File: src/rtl/cnt_pkg.sv
package cnt_pkg;
  typedef enum logic [1:0] {
    MODE_CLR = 2'b00,
    MODE_DN  = 2'b01,
    MODE_LD  = 2'b10,
    MODE_UP  = 2'b11
  } cnt_mode_e;
endpackage

File: src/rtl/cnt_next.sv
module cnt_next
  import cnt_pkg::*;
#(
  parameter int unsigned WIDTH = 8
) (
  input  cnt_mode_e          mode_i,
  input  logic               cnt_en_i,
  input  logic [WIDTH-1:0]   q_i,
  input  logic [WIDTH-1:0]   data_i,
  output logic [WIDTH-1:0]   q_next_o
);
  localparam logic [WIDTH-1:0] ONE = WIDTH'(1);

  always_comb begin
    unique case (mode_i)
      MODE_CLR: q_next_o = '0;
      MODE_LD:  q_next_o = data_i;
      MODE_UP:  q_next_o = cnt_en_i ? q_i + ONE : q_i;
      MODE_DN:  q_next_o = cnt_en_i ? q_i - ONE : q_i;
      default:  q_next_o = q_i;
    endcase
  end
endmodule

File: src/rtl/cnt_term.sv
module cnt_term
  import cnt_pkg::*;
#(
  parameter int unsigned WIDTH = 8
) (
  input  cnt_mode_e        mode_i,
  input  logic [WIDTH-1:0] q_i,
  output logic             term_o
);
  // terminal value depends on direction; non-counting modes never terminate
  always_comb begin
    unique case (mode_i)
      MODE_UP: term_o = &q_i;
      MODE_DN: term_o = ~|q_i;
      default: term_o = 1'b0;
    endcase
  end
endmodule

File: src/rtl/cnt_state.sv
module cnt_state #(
  parameter int unsigned WIDTH     = 8,
  parameter bit          ASYNC_CLR = 1'b1
) (
  input  logic             clk_i,
  input  logic             rst_ni,
  input  logic             clr_req_i,
  input  logic [WIDTH-1:0] d_i,
  output logic [WIDTH-1:0] q_o
);
  logic [WIDTH-1:0] q_q;

  if (ASYNC_CLR) begin : g_async_clr
    logic arst_n;
    assign arst_n = rst_ni & ~clr_req_i;
    always_ff @(posedge clk_i or negedge arst_n) begin
      if (!arst_n) q_q <= '0;
      else         q_q <= d_i;
    end
  end else begin : g_sync_clr
    always_ff @(posedge clk_i or negedge rst_ni) begin
      if (!rst_ni)        q_q <= '0;
      else if (clr_req_i) q_q <= '0;
      else                q_q <= d_i;
    end
  end

  assign q_o = q_q;
endmodule

File: src/rtl/cascade_counter.sv
module cascade_counter
  import cnt_pkg::*;
#(
  parameter int unsigned WIDTH        = 8,
  parameter bit          ASYNC_CLR    = 1'b1,
  parameter bit          CARRY_GATE_P = 1'b0
) (
  input  logic             clk_i,
  input  logic             rst_ni,
  input  logic [1:0]       mode_i,
  input  logic             enp_ni,
  input  logic             ent_ni,
  input  logic [WIDTH-1:0] data_i,
  output logic [WIDTH-1:0] q_o,
  output logic             carry_no
);
  cnt_mode_e        mode;
  logic             cnt_en;
  logic             term;
  logic [WIDTH-1:0] q_next;

  assign mode   = cnt_mode_e'(mode_i);
  assign cnt_en = ~enp_ni & ~ent_ni;

  cnt_next #(.WIDTH(WIDTH)) u_next (
    .mode_i   (mode),
    .cnt_en_i (cnt_en),
    .q_i      (q_o),
    .data_i   (data_i),
    .q_next_o (q_next)
  );

  cnt_state #(.WIDTH(WIDTH), .ASYNC_CLR(ASYNC_CLR)) u_state (
    .clk_i     (clk_i),
    .rst_ni    (rst_ni),
    .clr_req_i (mode == MODE_CLR),
    .d_i       (q_next),
    .q_o       (q_o)
  );

  cnt_term #(.WIDTH(WIDTH)) u_term (
    .mode_i (mode),
    .q_i    (q_o),
    .term_o (term)
  );

  if (CARRY_GATE_P) begin : g_carry_pt
    assign carry_no = ~(term & ~ent_ni & ~enp_ni);
  end else begin : g_carry_t
    assign carry_no = ~(term & ~ent_ni);
  end
endmodule

File: config.mk
export PLATFORM = sky130hd
export DESIGN_NAME = cascade_counter
export DESIGN_NICKNAME = d
export VERILOG_FILES = /design/src/rtl/cnt_pkg.sv /design/src/rtl/cnt_next.sv /design/src/rtl/cnt_term.sv /design/src/rtl/cnt_state.sv /design/src/rtl/cascade_counter.sv
export SDC_FILE = /design/constraint.sdc
export NUM_CORES = 1
export LEC_CHECK = 0
export BUFFER_PORTS_ARGS = -buffer_cell sky130_fd_sc_hd__buf_4
export CAP_MARGIN = 30
export CORE_MARGIN = 1
export CORE_UTILIZATION = 48
export DETAILED_ROUTE_END_ITERATION = 12
export GPL_ROUTABILITY_DRIVEN = 1
export PLACE_DENSITY = 0.74
export SLEW_MARGIN = 20
export SYNTH_ARGS = -nofsm -noshare
export SYNTH_HDL_FRONTEND = slang
export SYNTH_HIERARCHICAL = 1
export SYNTH_SLANG_ARGS = --single-unit
File: constraint.sdc
create_clock -name clk_i -period 1.9 [get_ports clk_i]
set_input_delay 0.095 -clock clk_i [delete_from_list [all_inputs] [get_ports clk_i]]
set_output_delay 0.095 -clock clk_i [all_outputs]
set_load 0.02 [all_outputs]
==> results of run 1 <==
[final timing paths]
kind	start	endpoint	slack, ns	cells after the start
min	data_i[1]	u_state/q_o[1]$_DFF_PN0_	0.04	3
min reg2reg	u_state/q_o[7]$_DFF_PN0_	u_state/q_o[7]$_DFF_PN0_	0.73	2
min in group asynchronous	mode_i[0]	u_state/q_o[3]$_DFF_PN0_	0.50	4
max reg2reg	u_state/q_o[0]$_DFF_PN0_	u_state/q_o[6]$_DFF_PN0_	0.28	6
max in group asynchronous	rst_ni	u_state/q_o[6]$_DFF_PN0_	0.63	4
max	u_state/q_o[0]$_DFF_PN0_	u_state/q_o[6]$_DFF_PN0_	0.28	6
[where the power goes]
group	switching (µW)	total, µW	internal, µW
clock	63.2	136	72.7
combinational	106	220	114
sequential	48.1	237	189
total	218	593	375
[through the flow]
step | util | std cells | hold WS [ns] | cell area [µm²]
detailed placement | 0.668 | 117 | 0.0866 | 891
global route | 0.700 | 122 | 0.0331 | 933
global placement | 0.668 | 117 | 0.0823 | 891
CTS | 0.700 | 122 | 0.0269 | 933
finish | 0.700 | 122 | 0.0385 | 933
floorplan | - | 81 | -0.0430 | 706
[cell families (layout without fill, tap and decap cells)]
kind of cell	after synthesis	count (layout)	share of synthesized area
AND/OR/NAND/NOR	39	39	0.363
AO/OA/AOI/OAI	15	15	0.138
XOR/XNOR	8	8	0.0993
flip-flops	8	8	0.284
buffers and inverters	6	32	0.0355
multiplexers	3	3	0.0443
adder cells (fa/ha/maj)	2	2	0.0355
[Yosys cell counts]
| library cell | count |
|---|---|
| nor4_2 | 1 |
| nand4_1 | 3 |
| ha_1 | 2 |
| nor2b_1 | 1 |
| and2_1 | 1 |
| nand2_1 | 11 |
| xnor2_1 | 6 |
| o21ai_1 | 2 |
| xor2_1 | 2 |
| o32ai_1 | 1 |
| nor4_4 | 1 |
| clkbuf_1 | 1 |
| nand2b_1 | 3 |
| nor4_1 | 2 |
| nor2_1 | 3 |
| mux2_2 | 1 |
| o21a_1 | 1 |
| nor3_1 | 1 |
| nor2b_4 | 1 |
| nand3_1 | 5 |
| o211ai_1 | 1 |
| or3_4 | 1 |
| mux2i_1 | 2 |
| o211ai_2 | 1 |
| nor4b_2 | 1 |
| and4_2 | 1 |
| o31ai_1 | 1 |
| buf_2 | 2 |
| or2_2 | 1 |
| nor3_2 | 1 |
| inv_1 | 3 |
| dfrtp_1 | 8 |
| o31a_1 | 1 |
| o21ai_0 | 7 |
| nand4bb_1 | 1 |
[worst register-to-register path: cells and delay by family (launching register included)]
kind,cells,cell delay (ns)
buffers and inverters,1,0.10
AND/OR/NAND/NOR,1,0.14
AO/OA/AOI/OAI,2,0.42
adder cells (fa/ha/maj),1,0.16
XOR/XNOR,1,0.17
flip-flops,1,0.50
[routing by layer]
| layer | up-vias | share of wire | track usage |
|---|---|---|---|
| met5 | - | 0 | 0 |
| met4 | 0 | 0.014 | 0.100 |
| met1 | 329 | 0.48 | 0.329 |
| met3 | 2 | 0.043 | 0.0500 |
| li1 | 346 | - | - |
| met2 | 22 | 0.46 | 0.405 |
[timing repair]
action | 4_1_cts | 5_1_grt
setup buffers | 0 | 0
setup endpoints to repair | 0 | 0
endpoints found under the hold margin | 8 | 0
hold buffers | 2 | 0
[final cells by class]
class                      instances  share of cell area
multi-input combinational         67               0.515
sequential                         8               0.214
inverter                           3              0.0121
tap                               15              0.0201
timing repair buffer              26               0.214
clock buffer                       3              0.0241
==> summary.txt, run 1 <==
Status
  – Status: complete, no violations

Route
  – DRC viols: 0
  – Via count: 699
  – Routed wire length per instance: ~14 µm
  – Via density: 5.73
  – DR iter-0 viols: 11
  – WL final: 1710 µm
  – Final ANT Viol Nets: 0
  – Drt first pass iters: 4

CTS
  – CTS tree: done
  – Clk slew on worst S/H paths: around 0.060 ns
  – Root buf cell: clkbuf_4
  – CTS sink count: 8
  – Clk_lat worst skew: 0.26 ns
  – Clk buf depth: 2
  – PostCTS Resize Cnt: 0
  – CTS H-tree lvls: 1
  – Total CTS buffers: 3

Logic synthesis
  – Synth area leaders: dfrtp_1 28%, xnor2_1 7.4%, nand2_1 5.9%
  – #FFs+latches synth: 8
  – Leading area contributor after synthesis: dfrtp_1
  – Ys Warns: 6
  – Post-Synthesis Cells: 81
  – Synthesized area: about 700 µm²
  – Syn_nets: between 90 and 100
  – Mean post-synth cell area: ~8.7 µm²
  – Yosys top cell area share: 0.284
  – Post-synth cell types: 35
  – Register area share after synthesis: 0.284

Place
  – PortBufs: 22
  – GP Congestion: just under 0.8
  – Dpl hpwl: roughly 1200 µm
  – Dpl ws: 0.326 ns

STA
  – RSZ-0062 raised after global routing: no
  – Final WS setup: 0.284 ns
  – Worst-Margin Slew: between 0.6 and 0.7 ns
  – Final cycle utilization of the critical path: 0.851
  – Clock Skew: approximately 0.0083 ns
  – Fmax achieved: between 600 and 700 MHz
  – Setup TNS Final: 0 ns
  – Rel. slew slack: 0.587
  – Final-report max-slew violation count: 0
  – Final hold vios: 0
  – Clock period minus worst slack: 1.62 ns
  – Final setup vio count: 0

Pwr
  – Power Total: approximately 600 µW
  – Max VDD drop: 0.463 mV
  – LEAKAGE: just under 0.0004 µW
  – PwrDens: 636 nW/µm²

Final layout
  – Area taken by multi-input logic gates: between 400 and 500 µm²
  – Share of cells above drive strength 1: 0.346
  – # fillers: 120
  – Register area: between 200 and 250 µm²
  – # diodes: 0
  – Largest register FFs: 8
  – Syn-to-layout area delta: 32.3%
  – Most frequent cells in the layout: 24 x buf_4, 11 x nand2_1, 8 x dfrtp_1
  – Nets: between 100 and 150
  – Most common cell after layout, fill and taps aside: buf_4

Floorplanning
  – Initial core utilization: 0.529
  – Core area: between 1000 and 1500 µm²
  – # rows: 13
  – Total die area: 1630 µm²
  – Chip width: between 40 and 50 µm
  – Ports: 23
  – Die height: around 40 µm

Global route
  – GRT Residual Overflow: 0
  – First-pass GRT wire length: around 2600 µm
  – Initial antenna violation count: 0
  – Pin count of the biggest net entering global routing: 14
  – Overall routing resource usage: 0.252
  – Vias in the first global route: 604

Worst setup path
  – Worst EP required: approximately 2 ns
  – CP Class: reg -> reg
  – Largest stage delay on the critical path: about 0.50 ns
  – CP max FO: 10
  – Slowest stage cell, crit path: dfrtp_1
  – Worst-path cell chain: inv_1 > ha_1 > nand4bb_1 > o32ai_1 > xnor2_1 > o21ai_1
  – Critical Path Sink Type: flop
  – Crit path DAT: ~1.8 ns
  – CP top delay family: flip-flops
  – CP Buf/Inv Count: 1
  – Startpoint Class: flop

Min path
  – Hold crit path type: in -> reg

Flow run
  – Max-Cap Viols: 0
Power figures use the tool's default switching activity.
==> inputs of run 2 (changes only) <==
CORE_UTILIZATION = 52   (was 48)
CTS_BUF_LIST = sky130_fd_sc_hd__clkbuf_8   (was unset)
PLACE_DENSITY = 0.79   (was 0.74)
SYNTH_HIERARCHICAL = unset   (was 1)
clock period = 1.66 ns   (was 1.9 ns; I/O delays follow)
==> run 2 against run 1 <==
Net effect:
- the run now ends with negative setup slack left
- design area rose by 21%
- power is 51% higher
- first-iteration DRC count grew 110%
- synthesized cell count grew 11%
- maximum frequency is 4.3% lower
- die area down 4.7%
- register-to-register slack worse by 0.31 ns
- clock power increased by 88%
- wire length is 37% higher
- sequential share of layout area shrank 2.8 points
- via count up 25%
- largest power group is now combinational logic
==> summary.txt, run 2 <==
Logic synthesis
  – Mean post-synth cell area: 8.08 µm² (-7.3%)
  – Synth async-reset ratio: 1.00 (unchanged)
  – Ys Warns: 0 (-6)
  – Syn_nets: 106 (+9.3%)
  – #FFs+latches synth: 8 (unchanged)
  – Count leader, synth: nand2_1
  – Top cells by count, synth: 10 x nand2_1, 8 x dfrtp_1, 6 x a22o_1, 6 x nor2_1, 5 x nor3_1
  – Synthesized area: 727 µm² (+3.0%)
  – Post-synth cell types: 35 (unchanged)
  – Post-Synthesis Cells: 90 (+11%)
  – Yosys top cell area share: 0.275 (-0.00830)
  – Register area share after synthesis: 0.275 (-0.00830)
  – Synth Flop Type: dfrtp_1
  – Leading area contributor after synthesis: dfrtp_1
  – Post-synth EDFFs: 0 (unchanged)
  – Synth area leaders: dfrtp_1 28%, a22o_1 7.2%, nand2_1 5.2%

Worst setup path
  – Critical Path Sink Type: flop
  – CP top delay family: simple AND/OR/NAND/NOR gates
  – Startpoint Class: flop
  – CP max FO: 6 (-4)
  – Worst EP required: 1.82 ns (-0.22 ns)
  – Crit path DAT: 1.85 ns (+0.09 ns)
  – CP Class: reg -> reg
  – CP Buf/Inv Count: 1 (unchanged)
  – Largest stage delay on the critical path: 0.45 ns (-0.05 ns)
  – Worst-path cell chain: buf_4 > nor2_1 > a21oi_1 > or3_1 > a21oi_2 > xor2_1 > a22o_1
  – Slowest stage cell, crit path: dfrtp_2

Pwr
  – Max VDD drop: 0.515 mV (+11%)
  – PwrDens: 796 nW/µm² (+25%)
  – Power Total: 895 µW (+51%)
  – LEAKAGE: 0.000500 µW (+30%)

Status
  – Status: complete, but fails checks
  – Violated checks: negative setup slack

CTS
  – CTS H-tree lvls: 1 (unchanged)
  – Clk buf depth: 2 (unchanged)
  – Clk slew on worst S/H paths: 0.05 ns (about the same)
  – CTS tree: done
  – Total CTS buffers: 3 (unchanged)
  – Root buf cell: clkbuf_8
  – Clk_lat worst skew: 0.24 ns (-0.02 ns)
  – CTS sink count: 8 (unchanged)

STA
  – Fmax achieved: 592 MHz (-4.3%)
  – Worst-Margin Slew: 0.405 ns (-0.213 ns)
  – Final cycle utilization of the critical path: 1.02 (+0.167)
  – Final hold vios: 0 (unchanged)
  – RSZ-0062 raised after global routing: yes
  – Clock Skew: 0.0164 ns (+0.00811 ns)
  – Clock period minus worst slack: 1.69 ns (+0.0730 ns)
  – Final-report max-slew violation count: 0 (unchanged)
  – Rel. slew slack: 0.730 (+0.143)
  – Setup TNS Final: -0.0289 ns (-0.0289 ns)
  – Final WS setup: -0.0289 ns (-0.313 ns)
  – Final setup vio count: 1 (+1)

Final layout
  – Post-route insts no fill: 140 (+15%)
  – # diodes: 0 (unchanged)
  – Nets: 142 (+14%)
  – Syn-to-layout area delta: 54.7%
  – Most common cell after layout, fill and taps aside: buf_4
  – Share of cells above drive strength 1: 0.528 (+0.182)
  – Largest register FFs: 8 (unchanged)
  – Most frequent cells in the layout: 35 x buf_4, 10 x nand2_1, 8 x dfrtp_2
  – Final Cell Area: 1120 µm² (+21%)

Place
  – PortBufs: 22 (unchanged)
  – Inst Count DP: 129 (+10%)
  – GP Congestion: 0.889 (+16%)
  – Placed Instance Area: 940 µm² (+5.5%)
  – Dpl hpwl: 1480 µm (+26%)

Flow run
  – Max-Cap Viols: 0 (unchanged)

Global route
  – Initial antenna violation count: 0 (unchanged)
  – GRT Residual Overflow: 0 (unchanged)
  – Overall routing resource usage: 0.297 (+0.0445)
  – Vias in the first global route: 663 (+9.8%)
  – Pin count of the biggest net entering global routing: 15 (+1)
  – First-pass GRT wire length: 2910 µm (+10%)

Floorplanning
  – Ports: 23 (unchanged)
  – Chip width: 39.4 µm (-2.4%)
  – Total die area: 1550 µm² (-4.7%)
  – Initial core utilization: 0.559 (+0.0296)
  – Core area: 1300 µm² (-2.4%)
  – # rows: 13 (unchanged)
  – Die height: 39.4 µm (-2.4%)

Route
  – Via density: 6.26 (+9.3%)
  – WL final: 2340 µm (+37%)
  – Routed wire length per instance: 16.7 µm (+19%)
  – Via count: 877 (+25%)
  – DR iter-0 viols: 23 (+12)
  – Final ANT Viol Nets: 0 (unchanged)
  – Drt first pass iters: 4 (unchanged)
  – DRC viols: 0 (unchanged)

Min path
  – Hold crit path type: in -> async
-- run 2: cell count changes after synthesis, moves of 4 or more --
cell,previous run,this run
a22o_1,0,6
a21oi_1,0,4
nor3_1,1,5
o21ai_0,7,3
-- run 2: final cells by class --
| cell class | count | area, µm² |
|---|---|---|
| well taps | 15 | 18.8 |
| inverters | 3 | 11.3 |
| flip-flops and latches | 8 | 210 |
| fillers | 79 | 176 |
| clock inverters | 1 | 3.75 |
| clock buffers | 3 | 41.3 |
| multi-input cells | 71 | 533 |
| repair buffers | 39 | 307 |
-- run 2: metal layers --
layer  global-route usage  part of all wire  vias to the layer above
li1                     -                 -                      398
met1                0.341              0.40                      425
met2                0.508              0.49                       50
met3                0.108             0.088                        4
met4               0.0862             0.012                        0
met5                    0                 0                        -
-- run 2: power breakdown --
group          internal (µW)  switching (µW)  leakage (µW)  total [µW]
combinational            186             177      0.000380         363
sequential               224            53.0     0.0000926         277
clock                    162            93.3     0.0000269         255
total                    571             324      0.000500         895
-- run 2: worst paths after layout --
check	from	end	slack, ns	cells after the start
max	u_state.q_o[2]$_DFFE_PN0P_	u_state.q_o[5]$_DFFE_PN0P_	-0.03	7
min	mode_i[1]	u_state.q_o[0]$_DFFE_PN0P_	0.05	3
max reg2reg	u_state.q_o[2]$_DFFE_PN0P_	u_state.q_o[5]$_DFFE_PN0P_	-0.03	7
min reg2reg	u_state.q_o[7]$_DFFE_PN0P_	u_state.q_o[7]$_DFFE_PN0P_	0.63	2
max in group asynchronous	rst_ni	u_state.q_o[1]$_DFFE_PN0P_	0.91	3
min in group clk_i	data_i[0]	u_state.q_o[0]$_DFFE_PN0P_	0.06	2
-- run 2: cell families after synthesis --
family | count (synthesis) | share of synthesized area
AOI/OAI and AO/OA | 26 | 0.270
DFF | 8 | 0.275
adders and majority gates | 2 | 0.0344
buffers and inverters | 11 | 0.0809
xor gates and xnor gates | 7 | 0.0843
and+or+nand+nor | 36 | 0.255
-- run 2: worst register-to-register path, delay by kind of cell (launching register included) --
family,cells,cell delay [ns]
AO/OA/AOI/OAI,3,0.38
flip-flops,1,0.45
XOR/XNOR,1,0.17
buffers and inverters,1,0.17
AND/OR/NAND/NOR,2,0.46
-- run 2: timing repair --
| action | in CTS | in global routing |
|---|---|---|
| pin swaps | 0 | 10 |
| endpoints found under the hold margin | 8 | 0 |
| hold buffers | 1 | 0 |
| gates resized for setup | 8 | 16 |
| endpoints found under the setup margin | 4 | 5 |
| setup buffers | 0 | 6 |
-- run 2: stage by stage --
stage	util	worst slack, ns	hold slack [ns]
after floorplan	-	0.00517	-0.0248
after global placement	0.722	-0.0194	0.107
after detailed placement	0.722	-0.0535	0.124
after CTS	0.782	-0.0270	0.0327
after global routing	0.864	-0.105	0.0710
final	0.864	-0.0289	0.0511
